## src/rtl/uart_txq_pkg.sv

```systemverilog
package uart_txq_pkg;
  localparam int unsigned ADDR_W = 3;
  localparam int unsigned REG_W  = 8;

  localparam logic [ADDR_W-1:0] OFS_HOLD  = 3'd0;
  localparam logic [ADDR_W-1:0] OFS_IEN   = 3'd1;
  localparam logic [ADDR_W-1:0] OFS_IDENT = 3'd2;
  localparam logic [ADDR_W-1:0] OFS_LSTAT = 3'd5;

  localparam int unsigned IEN_BIT         = 1;
  localparam int unsigned LSTAT_EMPTY_BIT = 5;

  localparam logic [REG_W-1:0] ID_NONE    = 8'h01;
  localparam logic [REG_W-1:0] ID_TXEMPTY = 8'h02;

  typedef struct packed {
    logic hold_wr;
    logic ien_wr;
    logic ident_rd;
  } bus_dec_t;
endpackage

```

## src/rtl/txq_rst_sync.sv

```systemverilog
module txq_rst_sync #(
  parameter int unsigned STAGES = 2
) (
  input  logic clk,
  input  logic rst_n,
  output logic rst_q_n
);
  logic [STAGES-1:0] sync_q;
  logic [STAGES-1:0] sync_d;

  always_comb begin
    sync_d = {sync_q[STAGES-2:0], 1'b1};
  end

  always_ff @(posedge clk or negedge rst_n) begin
    if (!rst_n) sync_q <= '0;
    else        sync_q <= sync_d;
  end

  assign rst_q_n = sync_q[STAGES-1];
endmodule

```

## src/rtl/txq_fifo.sv

```systemverilog
module txq_fifo #(
  parameter int unsigned DW    = 8,
  parameter int unsigned DEPTH = 16
) (
  input  logic                         clk,
  input  logic                         rst_n,
  input  logic                         push,
  input  logic                         pop,
  input  logic [DW-1:0]                din,
  output logic [DW-1:0]                dout,
  output logic [$clog2(DEPTH+1)-1:0]   cnt,
  output logic                         empty,
  output logic                         full,
  output logic                         drain
);
  localparam int unsigned PW = (DEPTH > 1) ? $clog2(DEPTH) : 1;
  localparam int unsigned CW = $clog2(DEPTH + 1);
  localparam logic [PW-1:0] PTR_LAST = PW'(DEPTH - 1);
  localparam logic [CW-1:0] CNT_FULL = CW'(DEPTH);
  localparam logic [CW-1:0] CNT_ONE  = CW'(1);

  logic [DW-1:0] mem [DEPTH];
  logic [PW-1:0] wptr_q, wptr_d;
  logic [PW-1:0] rptr_q, rptr_d;
  logic [CW-1:0] cnt_q, cnt_d;
  logic          push_ok, pop_ok;

  function automatic logic [PW-1:0] ptr_inc(input logic [PW-1:0] p);
    return (p == PTR_LAST) ? '0 : p + PW'(1);
  endfunction

  assign empty   = (cnt_q == '0);
  assign full    = (cnt_q == CNT_FULL);
  assign push_ok = push & ~full;
  assign pop_ok  = pop & ~empty;
  assign drain   = pop_ok & ~push_ok & (cnt_q == CNT_ONE);

  always_comb begin
    wptr_d = wptr_q;
    rptr_d = rptr_q;
    cnt_d  = cnt_q;
    if (push_ok) wptr_d = ptr_inc(wptr_q);
    if (pop_ok)  rptr_d = ptr_inc(rptr_q);
    case ({push_ok, pop_ok})
      2'b10:   cnt_d = cnt_q + CW'(1);
      2'b01:   cnt_d = cnt_q - CW'(1);
      default: cnt_d = cnt_q;
    endcase
  end

  always_ff @(posedge clk or negedge rst_n) begin
    if (!rst_n) begin
      wptr_q <= '0;
      rptr_q <= '0;
      cnt_q  <= '0;
    end else begin
      wptr_q <= wptr_d;
      rptr_q <= rptr_d;
      cnt_q  <= cnt_d;
    end
  end

  always_ff @(posedge clk) begin
    if (push_ok) mem[wptr_q] <= din;
  end

  assign dout = mem[rptr_q];
  assign cnt  = cnt_q;
endmodule

```

## src/rtl/txq_irq_ctl.sv

```systemverilog
module txq_irq_ctl
  import uart_txq_pkg::*;
(
  input  logic             clk,
  input  logic             rst_n,
  input  bus_dec_t         dec,
  input  logic             ien_din,
  input  logic             drain,
  output logic             int_en,
  output logic             int_pend,
  output logic             irq,
  output logic [REG_W-1:0] ident
);
  logic en_q, en_d;
  logic pend_q, pend_d;
  logic clr;

  assign irq   = pend_q & en_q;
  assign ident = irq ? ID_TXEMPTY : ID_NONE;
  assign clr   = dec.hold_wr | (dec.ident_rd & irq);

  always_comb begin
    en_d = en_q;
    if (dec.ien_wr) en_d = ien_din;
    pend_d = pend_q;
    if (clr)   pend_d = 1'b0;
    if (drain) pend_d = 1'b1;
  end

  always_ff @(posedge clk or negedge rst_n) begin
    if (!rst_n) begin
      en_q   <= 1'b0;
      pend_q <= 1'b0;
    end else begin
      en_q   <= en_d;
      pend_q <= pend_d;
    end
  end

  assign int_en   = en_q;
  assign int_pend = pend_q;
endmodule

```

## src/rtl/txq_reg_rd.sv

```systemverilog
module txq_reg_rd
  import uart_txq_pkg::*;
(
  input  logic [ADDR_W-1:0] addr,
  input  logic              int_en,
  input  logic [REG_W-1:0]  ident,
  input  logic              empty,
  output logic [REG_W-1:0]  rdata
);
  always_comb begin
    rdata = '0;
    case (addr)
      OFS_IEN:   rdata[IEN_BIT] = int_en;
      OFS_IDENT: rdata = ident;
      OFS_LSTAT: rdata[LSTAT_EMPTY_BIT] = empty;
      default:   rdata = '0;
    endcase
  end
endmodule

```

## src/rtl/uart_txq.sv

```systemverilog
module uart_txq
  import uart_txq_pkg::*;
#(
  parameter int unsigned DEPTH = 16
) (
  input  logic              clk,
  input  logic              rst_n,
  input  logic              reg_wr,
  input  logic              reg_rd,
  input  logic [ADDR_W-1:0] reg_addr,
  input  logic [REG_W-1:0]  reg_wdata,
  output logic [REG_W-1:0]  reg_rdata,
  input  logic              sh_pop,
  output logic [REG_W-1:0]  sh_data,
  output logic              sh_valid,
  output logic              tx_rdy,
  output logic              irq
);
  localparam int unsigned CW = $clog2(DEPTH + 1);

  logic            rst_q_n;
  bus_dec_t        dec;
  logic [CW-1:0]   fifo_cnt;
  logic            fifo_empty, fifo_full, fifo_drain;
  logic            int_en, int_pend;
  logic [REG_W-1:0] ident;

  always_comb begin
    dec.hold_wr  = reg_wr & (reg_addr == OFS_HOLD);
    dec.ien_wr   = reg_wr & (reg_addr == OFS_IEN);
    dec.ident_rd = reg_rd & (reg_addr == OFS_IDENT);
  end

  txq_rst_sync #(.STAGES(2)) u_rst (
    .clk(clk), .rst_n(rst_n), .rst_q_n(rst_q_n)
  );

  txq_fifo #(.DW(REG_W), .DEPTH(DEPTH)) u_fifo (
    .clk(clk), .rst_n(rst_q_n),
    .push(dec.hold_wr), .pop(sh_pop), .din(reg_wdata),
    .dout(sh_data), .cnt(fifo_cnt),
    .empty(fifo_empty), .full(fifo_full), .drain(fifo_drain)
  );

  txq_irq_ctl u_irq (
    .clk(clk), .rst_n(rst_q_n), .dec(dec),
    .ien_din(reg_wdata[IEN_BIT]), .drain(fifo_drain),
    .int_en(int_en), .int_pend(int_pend), .irq(irq), .ident(ident)
  );

  txq_reg_rd u_rd (
    .addr(reg_addr), .int_en(int_en), .ident(ident),
    .empty(fifo_empty), .rdata(reg_rdata)
  );

  assign sh_valid = ~fifo_empty;
  assign tx_rdy   = ~fifo_full;
endmodule

```

## config.mk

```make
export PLATFORM = sky130hd
export DESIGN_NAME = uart_txq
export DESIGN_NICKNAME = d
export VERILOG_FILES = /design/src/rtl/uart_txq_pkg.sv /design/src/rtl/txq_rst_sync.sv /design/src/rtl/txq_fifo.sv /design/src/rtl/txq_irq_ctl.sv /design/src/rtl/txq_reg_rd.sv /design/src/rtl/uart_txq.sv
export SDC_FILE = /design/constraint.sdc
export NUM_CORES = 1
export LEC_CHECK = 0
export BUFFER_PORTS_ARGS = -buffer_cell sky130_fd_sc_hd__buf_2
export CORE_MARGIN = 4
export CORE_UTILIZATION = 51
export CTS_BUF_LIST = sky130_fd_sc_hd__clkbuf_8
export CTS_CLUSTER_SIZE = 8
export DETAILED_ROUTE_END_ITERATION = 10
export GPL_TIMING_DRIVEN = 1
export PLACE_DENSITY = 0.73
export SETUP_SLACK_MARGIN = 0.1
export SLEW_MARGIN = 20
export SYNTH_ARGS = -nofsm -noshare
export SYNTH_HDL_FRONTEND = slang
export SYNTH_SLANG_ARGS = --single-unit
```

## constraint.sdc

```tcl
create_clock -name clk -period 2.01 [get_ports clk]
set_clock_uncertainty 0.1 [all_clocks]
set_input_delay 0.3015 -clock clk [delete_from_list [all_inputs] [get_ports clk]]
set_output_delay 0.3015 -clock clk [all_outputs]
set_load 0.05 [all_outputs]
```

# Word level (Yosys, flattened, before mapping)
# Memory sizes are Yosys's and may differ from the RTL's.
# Cells that the tools add are included.
# word_totals
reg_bits,17
ramBits,128
word_cells,48
memories,1
# memory_table
memory,words,word_bits,read_ports,rd_clocked_by_memory_dff,wr,line,source
u_fifo.mem,16,8,1,0,1,txq_fifo.sv:22,logic [DW-1:0] mem [DEPTH];
# op_classes
addsub,4
eq_ne,9
n_mux,11
bitwise,13
n_reduce_logical,4
# op_table
op,n
one-hot mux 5 bit (2 select lines),1
AND 1 bit,9
adder 4 x 1 -> 4 bit (second input constant),2
== test 4 bit (second input constant),2
two-way mux 4 bit,2
adder 5 x 1 -> 5 bit (second input constant),1
== test 5 x 1 -> 1 bit (second input constant),1
== test 5 bit (second input constant),1
zero test 5 bit,1
two-way mux 1 bit,5
subtractor 5 x 1 -> 5 bit (second input constant),1
one-hot mux 1 bit (2 select lines),2
nonzero test 2 bit,2
== test 3 x 1 -> 1 bit (second input constant),1
== test 3 x 2 -> 1 bit (second input constant),1
== test 3 bit (second input constant),1
zero test 3 bit,1
inverter 1 bit,3
== test 2 x 1 -> 1 bit (second input constant),1
== test 2 bit (second input constant),1
two-way mux 2 bit,1
bitwise OR 1 bit,1

# Logic depth before layout (Yosys ltp)
# Gate-level depths: netlist of the first run.
# logic_depth
depth_word,7
depth_mapped,11

# Cells and area by module
# A second synthesis of the first run with hierarchy kept.
# unflattened
cells_unflattened,351
area_unflattened_um2,6153.4
# by_module_without_submodules
mod,n_inst,cells_each,area_per_inst_um2
txq_fifo,1,315,5809.3
txq_irq_ctl,1,16,148.9
txq_reg_rd,1,12,93.8
txq_rst_sync,1,3,53.8
uart_txq,1,5,47.5

# Worst setup path after synthesis of the first run
# Ideal clock, no wire load.
# synth_path
path_kind,reg-to-reg
startpoint,register u_fifo.cnt_q[0] (netlist: u_fifo.cnt[0])
endpoint,memory u_fifo.mem[1][0] (enable)
setup_time_ns,0.398
arrival_time_ns,2.534
slack_ns,-1.022
path_stages_with_launch,8
n_path_buf,1
synth_period_minus_slack_ns,3.032
cell_sequence,dfrtp_1 inv_1 ha_1 nand4bb_1 and3_1 buf_6 inv_4 nor4b_1
# synth_between
elab_chain_len,5
# synth_rtl
item,line,source
"start, declared",txq_fifo.sv:25,"logic [CW-1:0] cnt_q, cnt_d;"
"start signal, assigned",txq_fifo.sv:59,cnt_q <= cnt_d;
== test 5 bit,txq_fifo.sv:33,assign full = (cnt_q == CNT_FULL);
inverter 1 bit,--,
via tx_rdy,uart_txq.sv:16,"output logic tx_rdy,"
AND 1 bit,txq_fifo.sv:34,assign push_ok = push & ~full;
two-way mux 1 bit,txq_fifo.sv:64,if (push_ok) mem[wptr_q] <= din;
two-way mux 1 bit (not written as such),txq_fifo.sv:64,
"end, declared",txq_fifo.sv:22,
# The timed path passes the listed nets, and every way through them passes these cells.

# Worst setup path after layout of the first run
# layout_path
startpoint,register u_fifo.rptr_q[0]
endpoint,output port sh_data[3]
# layout_between
elab_chain_len,1
# layout_rtl
item,line,source
"start, declared",txq_fifo.sv:24,"logic [PW-1:0] rptr_q, rptr_d;"
"start signal, assigned",txq_fifo.sv:58,rptr_q <= rptr_d;
memory read (16 x 8 bit),--,
"end, declared",uart_txq.sv:14,"output logic [REG_W-1:0] sh_data,"
# Every way passes these cells.

==> qor.csv, run 1 <==
stage,metric,value,unit
cts,root buffer cell,clkbuf_8,
timing,fmax,397,MHz
timing,period utilization,125,%
synth,Post-Synth Simple-Gate Area,6.25,%
timing,RSZ-0062 raised after global routing,true,
timing,final hold violations,0,
routing,Vias,3434,
routing,ANT nets after route,0,
routing,DRC violations left,0,
worst_setup_path,worst r2r src,u_fifo.cnt[1],
place,Setup WS pre-CTS,-166,ps
worst_setup_path,worst-path fanout max,8,
worst_setup_path,Worst Path Required,1610,ps
timing,Final min period,2520,ps
worst_setup_path,critical path class,reg2out,
global_route,vias in the first global route,3661,
global_route,GR Util met3,5.20,%
cts,worst skew pair latency,440,ps
final_layout,P&R area growth vs syn,28.1,%
synth,post-synth cell types,42,
synth,Seq cells post-synth,145,
power,pwr dens,1430,mW/mm2
final_layout,layout cells sized above 1,46.8,%
global_route,antenna violations before repair,0,
worst_setup_path,Reg2Reg Setup Slack,-180,ps
job,Max-Cap Viols,0,
timing,Final Max Slew Viols,0,
power,Max IR drop VDD,0.783,mV
routing,drt total wl,13400,um
power,leakage,2.84,nW
routing,Via density,5.76,
synth,top cell type by total area after synthesis,edfxtp_1,
global_route,gr usage total,20.2,%
synth,Mapped Cells,355,
floorplanning,Die Area,0.0138,mm2
final_layout,Non-Filler Instances,596,
worst_setup_path,Startpoint Class,flop,
synth,largest family of logic cells by synthesized area,multiplexers,
synth,post-synthesis mux area share,11.7,%
synth,adder-cell share of the synthesized area,2.05,%
routing,1st-iter DRT viols,229,
synth,top post-synthesis cells by area,"edfxtp_1 63%, dfrtp_1 7.0%, mux4_2 5.9%",
global_route,Overflow after GRT,0,
routing,DR WL/cell,22.4,um
synth,area fraction of the dominant cell type after synthesis,63.0,%
cts,CTS tree,built,
place,post-DP HPWL,8530,um
cts,worst-case clock buffer depth,2,
cts,Worst-path clk slew,80,ps
floorplanning,area of the core,0.0116,mm2
global_route,Global Route met1 Usage,26.5,%
status,failing checks,negative setup slack,
global_route,met2 usage in global routing,33.0,%
place,IO buf count,29,
hold_path,worst hold path class,in2async,
timing,worst-margin pin slew,667,ps
routing,DR pass1 iterations,4,
cts,H-tree Lvls,4,
place,RD Place Congestion,0.762,
global_route,largest net degree at the start of global routing,18,
worst_setup_path,CP Capture Type,output pin,
timing,final setup fails,80,
synth,Post-Syn Area,0.00610,mm2
global_route,grt peak-use layer,met2,
final_layout,Antenna Cells,0,
global_route,first-pass GRT wire length,21000,um
floorplanning,die width,117,um
worst_setup_path,CP arrival,2120,ps
synth,Synth Area in Compound Gates,5.55,%
floorplanning,Rows,39,
floorplanning,die height,117,um
synth,register area share after synthesis,69.9,%
place,placed cells,551,
floorplanning,Starting Density,52.8,%
worst_setup_path,r2r endpoint,u_fifo.cnt[4],
worst_setup_path,Worst R2R Path Depth,10,
timing,Final TNS setup,-7630,ps
cts,CTS buffer count,17,
final_layout,Nets,466,
status,status,"complete, but fails checks",
synth,syn avg cell area,17.2,um2
synth,Synth Warn #,0,
synth,xor and xnor fraction of the mapped netlist area,1.00,%
final_layout,Final Util,67.6,%
cts,Clock Sinks,145,
timing,Slew headroom,55.5,%
floorplanning,I/O pins,35,
timing,worst setup margin,-509,ps
power breakdown:
group	internal, mW	switching, mW
clock network	1.37	1.15
logic	2.32	2.67
registers	3.44	0.252
total	7.13	4.06
state kept, by name, indices dropped and copies added, names as in the netlist:
register        count
u_rst.sync_q        2
u_irq.int_en        1
u_fifo.cnt          5
u_fifo.wptr_q       4
u_fifo.mem        128
u_irq.int_pend      1
u_fifo.rptr_q       4
logic make-up after synthesis:
group | after synthesis
multiplexers | 51
XOR/XNOR | 7
adder cells (fa/ha/maj) | 10
flip-flops | 145
other | 2
AO/OA/AOI/OAI | 46
buffers and inverters | 31
AND/OR/NAND/NOR | 63
what timing repair did:
item	4_1_cts	5_1_grt
endpoints found under the hold margin	2	0
hold buffers	1	0
resized for setup	60	24
cloned	1	0
buffers inserted	14	5
setup endpoints to repair	143	154
pin swaps	35	22
worst max-delay path, cell delays in order (launching register included):
cell	delay (ps)
dfrtp_2	500
buf_12	180
mux4_2	530
a22oi_2	230
nand2_4	70
buf_8	150
cells in the mapped netlist:
| cell | count |
|---|---|
| xor2_1 | 3 |
| or4b_4 | 1 |
| inv_4 | 1 |
| mux2i_1 | 34 |
| nor3_1 | 1 |
| a21o_1 | 2 |
| nand4b_1 | 2 |
| nand2_1 | 15 |
| a221oi_2 | 1 |
| nand2_4 | 1 |
| inv_1 | 5 |
| nand3b_1 | 1 |
| a221oi_1 | 15 |
| a311oi_1 | 1 |
| conb_1 | 2 |
| a21oi_1 | 2 |
| nor4bb_1 | 1 |
| nor4b_1 | 4 |
| nor3b_1 | 1 |
| mux4_2 | 16 |
| clkbuf_1 | 6 |
| buf_2 | 3 |
| mux2_2 | 1 |
| nand4bb_1 | 1 |
| a32o_2 | 1 |
| a32o_1 | 1 |
| inv_2 | 1 |
| o21ai_0 | 14 |
| buf_6 | 8 |
| edfxtp_1 | 128 |
| nand2_2 | 1 |
| and3_1 | 7 |
| nor2_1 | 7 |
| xnor2_1 | 4 |
| nor2b_1 | 3 |
| ha_1 | 10 |
| a22oi_1 | 9 |
| buf_4 | 7 |
| nor3b_4 | 1 |
| nand3_1 | 6 |
| dfrtp_1 | 17 |
| and2_1 | 10 |
cell usage in the layout (no fill, tap or decap), types with 9 or more instances in the layout:
cell,instances
buf_4,32
buf_6,21
dfrtp_1,16
edfxtp_1,128
a221oi_2,15
buf_2,17
clkbuf_8,17
mux2i_1,32
mux4_2,16
buf_8,9
per-layer routing:
metal  part of all wire, %  vias to the layer above  wire length (um)
li1                      -                     1569                 -
met1                    41                     1754              5530
met2                    52                       98              6900
met3                   5.9                       13               789
met4                   1.1                        0               146
met5                     0                        -                 0
worst max-delay path by stage:
stage	from	endpoint	slack (ps)	depth (start not counted)
5_1_grt	u_fifo.rptr_q[0]	sh_data[3]	-590	6
4_1_cts	u_fifo.rptr_q[0]	sh_data[5]	-540	5
3_3_place_gp	u_fifo.rptr_q[1]	sh_data[3]	-170	6
2_1_floorplan	u_fifo.cnt[0]	u_fifo.cnt[3]	-320	10
3_5_place_dp	u_fifo.rptr_q[0]	sh_data[7]	-170	6
6_report	u_fifo.rptr_q[0]	sh_data[3]	-510	5
layout make-up:
type / count / area (um2)
clock buffer: 17 / 234
clock inverter: 15 / 209
fill: 738 / 3740
inverter: 7 / 41.3
multi-input combinational: 183 / 2060
sequential: 145 / 4270
tap: 143 / 179
timing repair buffer: 86 / 827
stage by stage:
step	hold slack [ps]	cell area [um2]	power, mW
3_3_place_gp	-13.8	6980	7.81
6_report	77.8	7820	11.2
2_1_floorplan	-94.1	6440	6.77
4_1_cts	32.9	7780	11.1
5_1_grt	69.9	7820	11.7
3_5_place_dp	-11.6	6980	7.89
(Power assumes the default switching activity.)
==> run 2: changes to the inputs <==
--- a/config.mk
+++ b/config.mk
@@ -6,13 +6,15 @@
 export NUM_CORES = 1
 export LEC_CHECK = 0
 export BUFFER_PORTS_ARGS = -buffer_cell sky130_fd_sc_hd__buf_2
+export CELL_PAD_IN_SITES_DETAIL_PLACEMENT = 0
+export CELL_PAD_IN_SITES_GLOBAL_PLACEMENT = 1
 export CORE_MARGIN = 4
 export CORE_UTILIZATION = 51
 export CTS_BUF_LIST = sky130_fd_sc_hd__clkbuf_8
 export CTS_CLUSTER_SIZE = 8
 export DETAILED_ROUTE_END_ITERATION = 10
 export GPL_TIMING_DRIVEN = 1
-export PLACE_DENSITY = 0.73
+export PLACE_DENSITY = 0.82
 export SETUP_SLACK_MARGIN = 0.1
 export SLEW_MARGIN = 20
 export SYNTH_ARGS = -nofsm -noshare
==> qor.csv, run 2 (synthesis results as in run 1) <==
stage,metric,value,unit
status,status,"complete, but fails checks",
status,failing checks,negative setup slack,
worst_setup_path,worst r2r src,u_fifo.cnt[1],
power,Power Total,10.6,mW
floorplanning,die height,117,um
final_layout,Nets,464,
worst_setup_path,max incr delay on CP,530,ps
final_layout,Antenna Cells,0,
floorplanning,I/O pins,35,
worst_setup_path,Worst Path Required,1610,ps
floorplanning,Die Area,0.0138,mm2
floorplanning,Starting Density,52.8,%
worst_setup_path,worst-path cell with the longest stage delay,mux4_2,
timing,worst setup margin,-526,ps
global_route,gr usage total,19.7,%
worst_setup_path,Reg2Reg Setup Slack,-170,ps
cts,worst skew pair latency,420,ps
cts,Worst-path clk slew,80,ps
final_layout,Largest register FFs,128,
worst_setup_path,cells along the critical path,buf_12 -> mux4_2 -> a22oi_2 -> nand2_4 -> buf_6,
routing,ANT nets after route,0,
place,Setup WS pre-CTS,-143,ps
final_layout,Final Util,66.3,%
floorplanning,Rows,39,
routing,DR pass1 iterations,4,
worst_setup_path,Worst R2R Path Depth,10,
worst_setup_path,r2r endpoint,u_fifo.cnt[4],
timing,fmax,394,MHz
timing,Slew headroom,52.0,%
power,leakage,2.78,nW
final_layout,"most common cell after layout, fill and taps aside",edfxtp_1,
timing,Final Max Slew Viols,0,
routing,Vias,3353,
final_layout,P&R area growth vs syn,25.6,%
global_route,Overflow after GRT,0,
final_layout,layout cells sized above 1,44.1,%
final_layout,"commonest cells after routing, fill and taps aside","128 x edfxtp_1, 35 x buf_4, 34 x mux2i_1",
routing,DRC violations left,0,
cts,CTS tree,built,
timing,final setup fails,80,
timing,RSZ-0062 raised after global routing,true,
cts,worst-case clock buffer depth,2,
floorplanning,area of the core,0.0116,mm2
cts,Clock Sinks,145,
cts,H-tree Lvls,4,
power,pwr dens,1380,mW/mm2
timing,worst-margin pin slew,720,ps
routing,Via density,5.64,
global_route,antenna violations before repair,0,
routing,drt total wl,12800,um
place,IO buf count,29,
worst_setup_path,crit path to,sh_data[6],
power,Max IR drop VDD,0.672,mV
cts,CTS buffer count,17,
timing,period utilization,126,%
routing,1st-iter DRT viols,341,
place,post-DP HPWL,8370,um
global_route,first-pass GRT wire length,20300,um
final_layout,Non-Filler Instances,594,
place,placed cells,551,
routing,DR WL/cell,21.6,um
place,RD Place Congestion,0.791,
cts,root buffer cell,clkbuf_8,
global_route,vias in the first global route,3508,
worst_setup_path,Startpoint Class,flop,
hold_path,worst hold path class,in2async,
timing,final hold violations,0,
final_layout,"Most flops, register",u_fifo.mem,
timing,Final min period,2540,ps
worst_setup_path,critical path class,reg2out,
timing,Final TNS setup,-7230,ps
worst_setup_path,worst-path fanout max,9,
worst_setup_path,CP arrival,2130,ps
worst_setup_path,crit path from,u_fifo.rptr_q[0],
job,Max-Cap Viols,0,
worst_setup_path,CP Capture Type,output pin,
global_route,largest net degree at the start of global routing,18,
floorplanning,die width,117,um
run 2: changes by cell type in the layout (fill, tap and decap cells not counted), moves of 3 or more:
cell,delta
buf_8,-6
o21ai_1,+4
o21ai_2,-4
buf_4,+3
buf_6,+3
clkinv_1,+3
run 2: layout make-up:
class / count / area [um2]
Clock inverter: 15 / 168
Multi-Input combinational cell: 183 / 2020
Tap cell: 143 / 179
Inverter: 7 / 45.0
Clock buffer: 17 / 234
Timing Repair Buffer: 84 / 753
Sequential cell: 145 / 4270
Fill cell: 783 / 3900
run 2: worst min path at each step:
stage / slack (ps) / to / from / cells after the start
6_report: 80 / u_rst.sync_q[0] / rst_n / 2
5_1_grt: 70 / u_rst.sync_q[0] / rst_n / 2
4_1_cts: 50 / u_rst.sync_q[0] / rst_n / 2
3_5_place_dp: -10 / u_rst.sync_q[0] / rst_n / 1
3_3_place_gp: -10 / u_rst.sync_q[0] / rst_n / 1
2_1_floorplan: -90 / u_rst.sync_q[0] / rst_n / 0
run 2: worst max-delay path: cells and delay by family, from the launching register on:
family | cells | cell delay (ps)
flops | 1 | 510
mux | 1 | 530
compound gates | 1 | 240
simple gates | 1 | 80
buf+inv | 2 | 340
run 2: metrics by stage:
stage                     hold WS [ps]  area (um2)
after CTS                         51.5        7590
final                             75.4        7670
after floorplan                  -94.1        6440
after global routing              71.4        7670
after detailed placement         -11.9        6960
after global placement           -12.5        6960
run 2: power by group:
group	switching (mW)	leakage (nW)	total [mW]	internal, mW
sequential	0.225	1.35	3.67	3.45
combinational	2.50	1.22	4.63	2.13
clock	1.07	0.196	2.28	1.22
run 2: timing repair:
action / in CTS / in global routing
hold endpoints to repair: 2 / 0
setup buffers: 9 / 7
hold buffers: 1 / 0
gates resized for setup: 45 / 19
pin swaps: 13 / 11
endpoints found under the setup margin: 138 / 151
run 2: per-layer routing:
layer	vias to the layer above	track usage [%]	part of all wire [%]
met5	-	0	0
met4	0	6.67	0.57
met3	6	5.15	5.9
met2	89	33.5	53
met1	1705	24.8	41
li1	1553	-	-
